**config.mk**
```make
export PLATFORM = sky130hd
export DESIGN_NAME = baud16_divider
export DESIGN_NICKNAME = d
export VERILOG_FILES = /design/src/rtl/baud_pkg.sv /design/src/rtl/baud_latch.sv /design/src/rtl/baud_seq.sv /design/src/rtl/baud_shape.sv /design/src/rtl/baud16_divider.sv
export SDC_FILE = /design/constraint.sdc
export NUM_CORES = 1
export LEC_CHECK = 0
export CELL_PAD_IN_SITES_DETAIL_PLACEMENT = 1
export CELL_PAD_IN_SITES_GLOBAL_PLACEMENT = 1
export CORE_AREA = 2 2 89 91
export CTS_CLUSTER_SIZE = 25
export DETAILED_ROUTE_END_ITERATION = 8
export DIE_AREA = 0 0 91 93
export PLACE_DENSITY_LB_ADDON = 0.1
export SLEW_MARGIN = 20
export SYNTH_ARGS = -nofsm -noshare
export SYNTH_HDL_FRONTEND = slang
export SYNTH_SLANG_ARGS = --single-unit
export TNS_END_PERCENT = 100
```
**constraint.sdc**
```tcl
create_clock -name clk -period 13.15 [get_ports clk]
set_input_delay 2.63 -clock clk [delete_from_list [all_inputs] [get_ports clk]]
set_output_delay 2.63 -clock clk [all_outputs]
set_load 0.005 [all_outputs]
```
**src/rtl/baud_pkg.sv**
```systemverilog
package baud_pkg;

    // Sequencer states of the divider
    typedef enum logic [1:0] {
        DIV_STOP  = 2'd0,
        DIV_PASS  = 2'd1,
        DIV_MARK  = 2'd2,
        DIV_SPACE = 2'd3
    } div_state_e;

    // High-part length of a period for divisors above three
    localparam int MARK_CYC = 2;

    // Divisors that use a one-cycle high part
    localparam int SHORT_LO = 2;
    localparam int SHORT_HI = 3;

endpackage

```
**src/rtl/baud_latch.sv**
```systemverilog
module baud_latch #(
    parameter int DIV_W  = 16,
    parameter int BYTE_W = 8,
    parameter int SEL_W  = 1
) (
    input  logic              clk,
    input  logic              rst,
    input  logic              wr_en,
    input  logic [SEL_W-1:0]  wr_sel,
    input  logic [BYTE_W-1:0] wr_data,
    output logic [DIV_W-1:0]  div_q,
    output logic [DIV_W-1:0]  div_next,
    output logic              load
);

    localparam int NLANES = DIV_W / BYTE_W;

    logic [BYTE_W-1:0] lane_q  [NLANES];
    logic [BYTE_W-1:0] lane_nx [NLANES];

    generate
        for (genvar i = 0; i < NLANES; i++) begin : g_lane
            logic hit;

            assign hit = wr_en && (wr_sel == SEL_W'(i));

            always_ff @(posedge clk) begin
                if (rst) begin
                    lane_q[i] <= '0;
                end else if (hit) begin
                    lane_q[i] <= wr_data;
                end
            end

            always_comb begin
                lane_nx[i] = hit ? wr_data : lane_q[i];
            end

            assign div_q[i*BYTE_W +: BYTE_W]    = lane_q[i];
            assign div_next[i*BYTE_W +: BYTE_W] = lane_nx[i];
        end
    endgenerate

    // Any latch write restarts the period
    assign load = wr_en;

endmodule

```
**src/rtl/baud_seq.sv**
```systemverilog
module baud_seq
    import baud_pkg::*;
#(
    parameter int DIV_W = 16
) (
    input  logic             clk,
    input  logic             rst,
    input  logic             load,
    input  logic [DIV_W-1:0] div_next,
    output div_state_e       state_n,
    output logic [DIV_W-1:0] phase_n
);

    div_state_e       state_q;
    logic [DIV_W-1:0] phase_q;
    logic             restart;
    logic             wrap;
    logic [DIV_W-1:0] mark_len;

    // State register
    always_ff @(posedge clk) begin
        if (rst) begin
            state_q <= DIV_STOP;
            phase_q <= '0;
        end else begin
            state_q <= state_n;
            phase_q <= phase_n;
        end
    end

    // Next-state and phase logic
    always_comb begin
        unique case (state_q)
            DIV_STOP,
            DIV_PASS:  restart = 1'b1;
            DIV_MARK,
            DIV_SPACE: restart = load;
            default:   restart = 1'b1;
        endcase

        if (div_next == DIV_W'(SHORT_LO) || div_next == DIV_W'(SHORT_HI)) begin
            mark_len = DIV_W'(1);
        end else begin
            mark_len = DIV_W'(MARK_CYC);
        end

        wrap    = (phase_q >= (div_next - DIV_W'(1)));
        state_n = DIV_STOP;
        phase_n = '0;

        if (div_next == '0) begin
            state_n = DIV_STOP;
        end else if (div_next == DIV_W'(1)) begin
            state_n = DIV_PASS;
        end else begin
            phase_n = (restart || wrap) ? '0 : (phase_q + DIV_W'(1));
            state_n = (phase_n < mark_len) ? DIV_MARK : DIV_SPACE;
        end
    end

endmodule

```
**src/rtl/baud_shape.sv**
```systemverilog
module baud_shape
    import baud_pkg::*;
#(
    parameter int DIV_W = 16
) (
    input  logic             clk,
    input  logic             rst,
    input  div_state_e       state_n,
    input  logic [DIV_W-1:0] phase_n,
    output logic             tick,
    output logic             mark,
    output logic             baud_clk
);

    logic tick_r;
    logic mark_r;
    logic pass_r;

    // Output registers, loaded from the next state so they line up with it
    always_ff @(posedge clk) begin
        if (rst) begin
            tick_r <= 1'b0;
            mark_r <= 1'b0;
            pass_r <= 1'b0;
        end else begin
            unique case (state_n)
                DIV_STOP: begin
                    tick_r <= 1'b0;
                    mark_r <= 1'b0;
                    pass_r <= 1'b0;
                end
                DIV_PASS: begin
                    tick_r <= 1'b1;
                    mark_r <= 1'b0;
                    pass_r <= 1'b1;
                end
                DIV_MARK: begin
                    tick_r <= (phase_n == '0);
                    mark_r <= 1'b1;
                    pass_r <= 1'b0;
                end
                DIV_SPACE: begin
                    tick_r <= 1'b0;
                    mark_r <= 1'b0;
                    pass_r <= 1'b0;
                end
                default: begin
                    tick_r <= 1'b0;
                    mark_r <= 1'b0;
                    pass_r <= 1'b0;
                end
            endcase
        end
    end

    assign tick     = tick_r;
    assign mark     = mark_r;
    assign baud_clk = pass_r ? clk : mark_r;

endmodule

```
**src/rtl/baud16_divider.sv**
```systemverilog
module baud16_divider
    import baud_pkg::*;
#(
    parameter int DIV_W  = 16,
    parameter int BYTE_W = 8,
    parameter int SEL_W  = (DIV_W / BYTE_W > 1) ? $clog2(DIV_W / BYTE_W) : 1
) (
    input  logic              clk,
    input  logic              rst,
    input  logic              wr_en,
    input  logic [SEL_W-1:0]  wr_sel,
    input  logic [BYTE_W-1:0] wr_data,
    output logic              tick,
    output logic              baud_clk
);

    logic [DIV_W-1:0] div_q;
    logic [DIV_W-1:0] div_next;
    logic             load;
    div_state_e       state_n;
    logic [DIV_W-1:0] phase_n;
    logic             mark_w;

    baud_latch #(
        .DIV_W (DIV_W),
        .BYTE_W(BYTE_W),
        .SEL_W (SEL_W)
    ) u_latch (
        .clk     (clk),
        .rst     (rst),
        .wr_en   (wr_en),
        .wr_sel  (wr_sel),
        .wr_data (wr_data),
        .div_q   (div_q),
        .div_next(div_next),
        .load    (load)
    );

    baud_seq #(
        .DIV_W(DIV_W)
    ) u_seq (
        .clk     (clk),
        .rst     (rst),
        .load    (load),
        .div_next(div_next),
        .state_n (state_n),
        .phase_n (phase_n)
    );

    baud_shape #(
        .DIV_W(DIV_W)
    ) u_shape (
        .clk     (clk),
        .rst     (rst),
        .state_n (state_n),
        .phase_n (phase_n),
        .tick    (tick),
        .mark    (mark_w),
        .baud_clk(baud_clk)
    );

endmodule

```
Word-level counts from Yosys, hierarchy flattened. Memories as Yosys holds them, arrays and structs flattened. Index checks and enable logic that the tools add are counted.

Add/sub/neg operators: 2. Muxes and demuxes: 24. $lt $le $gt $ge: 2. Eq/ne operators: 9. Reductions and logical operators: 13. Bitwise logic cells: 3.

Operator list (number): $mux 16 (3); $eq 16x2->1 const B (2); $logic_not 16->1 (2); $mux 8 (4); $add 16x1->16 const B (1); $eq 16x1->1 const B (1); $ge 16x16->1 (1); $lt 16x2->1 (1); $sub 16x1->16 const B (1); $mux 1 (10); $eq 2x2->1 const B (4); $mux 2 (3); $pmux 1 s2 (3); $reduce_or 2->1 (3); $reduce_or 3->1 (2); $eq 2x1->1 const B (2); $logic_not 2->1 (2); $pmux 1 s3 (1); $logic_and 1x1->1 (2); $logic_or 1x1->1 (2); $or 1x1->1 (2); $not 1->1 (1).

Register bits after elaboration: 21. Bits of input ports: 12. Memories: 1. Word-level logic and storage cells: 59. RAM bits: 16. Output and inout bits: 2.

Memories: u_latch.lane_q (depth 2, width 8, rd ports 2, clocked after Yosys merged registers in 0, write ports 2, line baud_latch.sv:18) `logic [BYTE_W-1:0] lane_q [NLANES];`.

Depth between registers and ports, before layout.
Depth in word-level cells: 14. Gate-level depth with buffers: 24. Mapped depth without buffers: 23.

Cells and area by module. From an unflattened synthesis, not the netlist that was laid out.

Cell total of the unflattened synthesis: 303. Area, all modules: 2816.5 um^2.

Modules (own cells, without submodules): baud_seq (area an instance 1769.2 um^2, seq. area each 340.3 um^2, cells an instance 229, instances 1); baud_latch (area an instance 855.8 um^2, seq. area each 480.5 um^2, cells an instance 56, instances 1); baud_shape (area an instance 191.4 um^2, seq. area each 60.1 um^2, cells an instance 18, instances 1).

==> flow_summary.toml <==
[drt]
wl_um = 7310
wl_per_cell_um = 17.0
vias = 2307
drtIter0Drc = 53
avgViaCountPerCell = 5.38
firstDrtPassIters = 4
drc = 0
drt.antenna.violating_nets = 0

[power_and_ir_drop]
switching_power_mw = 0.0763
power_frac_comb_pct = 17.2
power.share.clock_pct = 38.0
peakVddDrop_uv = 75.2
p_int_mw = 0.205
power.density_nw_per_um2 = 87.2
p_sw_share_pct = 27.2
pwr-share-seq_pct = 44.8
total_leakage_power_nw = 1.32

[yosys]
synthAdderAreaFrac_pct = 10.7
seq_area_frac_synth_pct = 30.3
synthTopCellsByCount = "50 x nor2_1, 25 x ha_1, 21 x mux2i_1"
synth-edff-count = 16
synthSimpleGateAreaFrac_pct = 27.1
synth_compound_area_share_pct = 10.5
syn_area_sq_um = 2910
syn_nets = 355
netlist.area_leader.share_pct = 16.5
async_reset_ff_share_pct = 0
synth_top_area_cell = "edfxtp_1"
synth_xor_area_share_pct = 8.42
ys_ff_latch = 36
syn_area_per_cell_sq_um = 9.16
synthTopCellsByArea = "edfxtp_1 17%, dfxtp_1 14%, ha_1 11%"
yosys-mux-area-fraction_pct = 9.33
yosys_warnings = 0
ys_types = 58
synthCells = 318
ys.flop_type = "dfxtp_1"
synth_top_family_by_area = "simple AND/OR/NAND/NOR gates"
synth_most_common_cell = "nor2_1"

[grt]
grt_pass1_wl_um = 12000
grt_max_degree = 19
grt_pass1_vias = 2361
grt_overflow = 0
antenna_found_initial = 0
grt_usage_pct = 18.2

[setup_path]
crit_path_cell_trace = "clkbuf_8, clkbuf_8, mux2_2, clkdlybuf4s50_1"
cp-end-kind = "primary output"
reg2reg_to = "u_shape.tick"
critical_path.slowest_cell = "clkdlybuf4s50_1"
critical_path_class = "clock port to primary output"
crit_arrival_ns = 7.49
critPathLaunchType = "clock port"
cp.required_ns = 10.52
reg2reg_slack_ns = 8.07
regToRegStartpoint = "u_latch.lane_q[0][3]"
crit_path_max_fanout = 2
cpMostUsedCell = "clkbuf_8"
r2r_cells = 21
critPathMaxStageDelay_ns = 0.44

[sta]
rsz0062_at_grt = "no"
tightestPinTransition_ns = 0.990
slew_headroom_pct = 34.0
hold_ws_ns = 0.549
setup_ws_ns = 3.03
hold_viol_final = 0
setup_viol = 0
fin_setup_tns_ns = 0
clock_skew_ns = 0.00880
maxSlewViolCount = 0

[place]
place_hpwl_um = 5530
place_inst = 418
pre_cts_slack_ns = 3.27
routabilityCongestion = 0.765
placed_area_sq_um = 3090
portBuffers = 13

[floorplanning]
die_h_um = 93
core_area_sq_um = 7530
ios = 14
initial_core_util_pct = 38.7
die_area_sq_um = 8460
rows = 32
chipWidth_um = 91

[clocking]
worstSkewPairLatency_ns = 0.40
clk_pin_slew_ns = 0.07
cts_hold_buf = 0
cts_resized = 0
post_cts_buffers = 0
cts_tree = "yes"

[min_path]
whs_endpoint = "u_seq.phase_q[0]"
worstHoldStart = "u_seq.phase_q[0]"
hold_depth = 1
hold_path.class = "flip-flop to flip-flop"

[cells_and_area]
drive_above_1_share_pct = 8.56
fin_area_sq_um = 3220
num-nets-final = 363
diodes = 0
area_growth_pct = 10.6
fin_cells = 429

[status]
status = "finished clean"

[run]
cap_violations = 0
[metal layers]
layer / vias up / wire length [um] / GRT usage (%)
met2: 22 / 3260 / 28.0
met3: 9 / 244 / 4.03
met4: 0 / 89 / 6.06
met1: 1109 / 3710 / 25.3
met5: - / 0 / 0
li1: 1167 / - / -
[logic make-up (layout without fill, tap and decap cells)]
| logic type | after synthesis | count (layout) |
|---|---|---|
| muxes | 26 | 26 |
| DFF | 36 | 36 |
| AOI/OAI and AO/OA | 39 | 39 |
| xor gates and xnor gates | 28 | 28 |
| buffers and inverters | 22 | 31 |
| adders and majority gates | 25 | 25 |
| and+or+nand+nor | 142 | 142 |
[cells in the final DEF, fill, tap and decap left out, drive strengths merged, types with 3 or more instances in the layout]
| cell | netlist | final |
|---|---|---|
| a211oi | 3 | 3 |
| nor2b | 7 | 7 |
| clkbuf | 4 | 11 |
| nand2b | 4 | 4 |
| ha | 25 | 25 |
| and4 | 3 | 3 |
| nor4 | 5 | 5 |
| mux2i | 23 | 23 |
| a21oi | 9 | 9 |
| inv | 7 | 7 |
| nand2 | 12 | 12 |
| and3 | 7 | 7 |
| clkdlybuf4s50 | 0 | 13 |
| nand4 | 11 | 11 |
| nand3 | 11 | 11 |
| mux2 | 3 | 3 |
| and2 | 18 | 18 |
| dfxtp | 20 | 20 |
| o21ai | 7 | 7 |
| edfxtp | 16 | 16 |
| nor2 | 51 | 51 |
| nor3 | 6 | 6 |
| xor2 | 13 | 13 |
| xnor2 | 15 | 15 |
[sequential cells by signal, indices dropped and copies added (netlist names)]
register,flops
u_shape.tick,1
u_latch.lane_q,16
u_seq.state_q,1
u_shape.mark,1
u_seq.phase_q,16
u_shape.pass_r,1
[worst max path at each step]
stage	from	end	slack (ns)	cells past startpoint
2_1_floorplan	clk	baud_clk	3.69	1
3_3_place_gp	clk	baud_clk	3.27	2
3_5_place_dp	clk	baud_clk	3.27	2
4_1_cts	clk	baud_clk	3.02	4
5_1_grt	clk	baud_clk	3.00	4
6_report	clk	baud_clk	3.03	4
[power groups by stage]
stage	Clock (mW)	Sequential [mW]	Combinational [mW]
floorplan	0.000262	0.127	0.0340
global placement	0.000606	0.128	0.0475
detailed placement	0.000606	0.128	0.0484
CTS	0.110	0.126	0.0487
global route	0.115	0.126	0.0539
finish	0.107	0.126	0.0482
[stage by stage]
stage | util [%] | power, mW
global placement | 41.0 | 0.177
CTS | 42.8 | 0.285
floorplan | - | 0.161
detailed placement | 41.0 | 0.177
global route | 42.8 | 0.296
finish | 42.8 | 0.281
[worst max-delay path, delay by kind of cell]
| family | cells | cell delay, ns |
|---|---|---|
| mux | 1 | 0.25 |
| buf+inv | 3 | 0.66 |
[final cells by class]
class | instances | area (sq um)
clock buffer | 12 | 141
fill | 907 | 4310
inverter | 7 | 26.3
multi-input combinational | 260 | 1920
sequential | 36 | 881
tap | 102 | 128
timing repair buffer | 12 | 120
No activity file was read; power rests on OpenSTA's default activity.
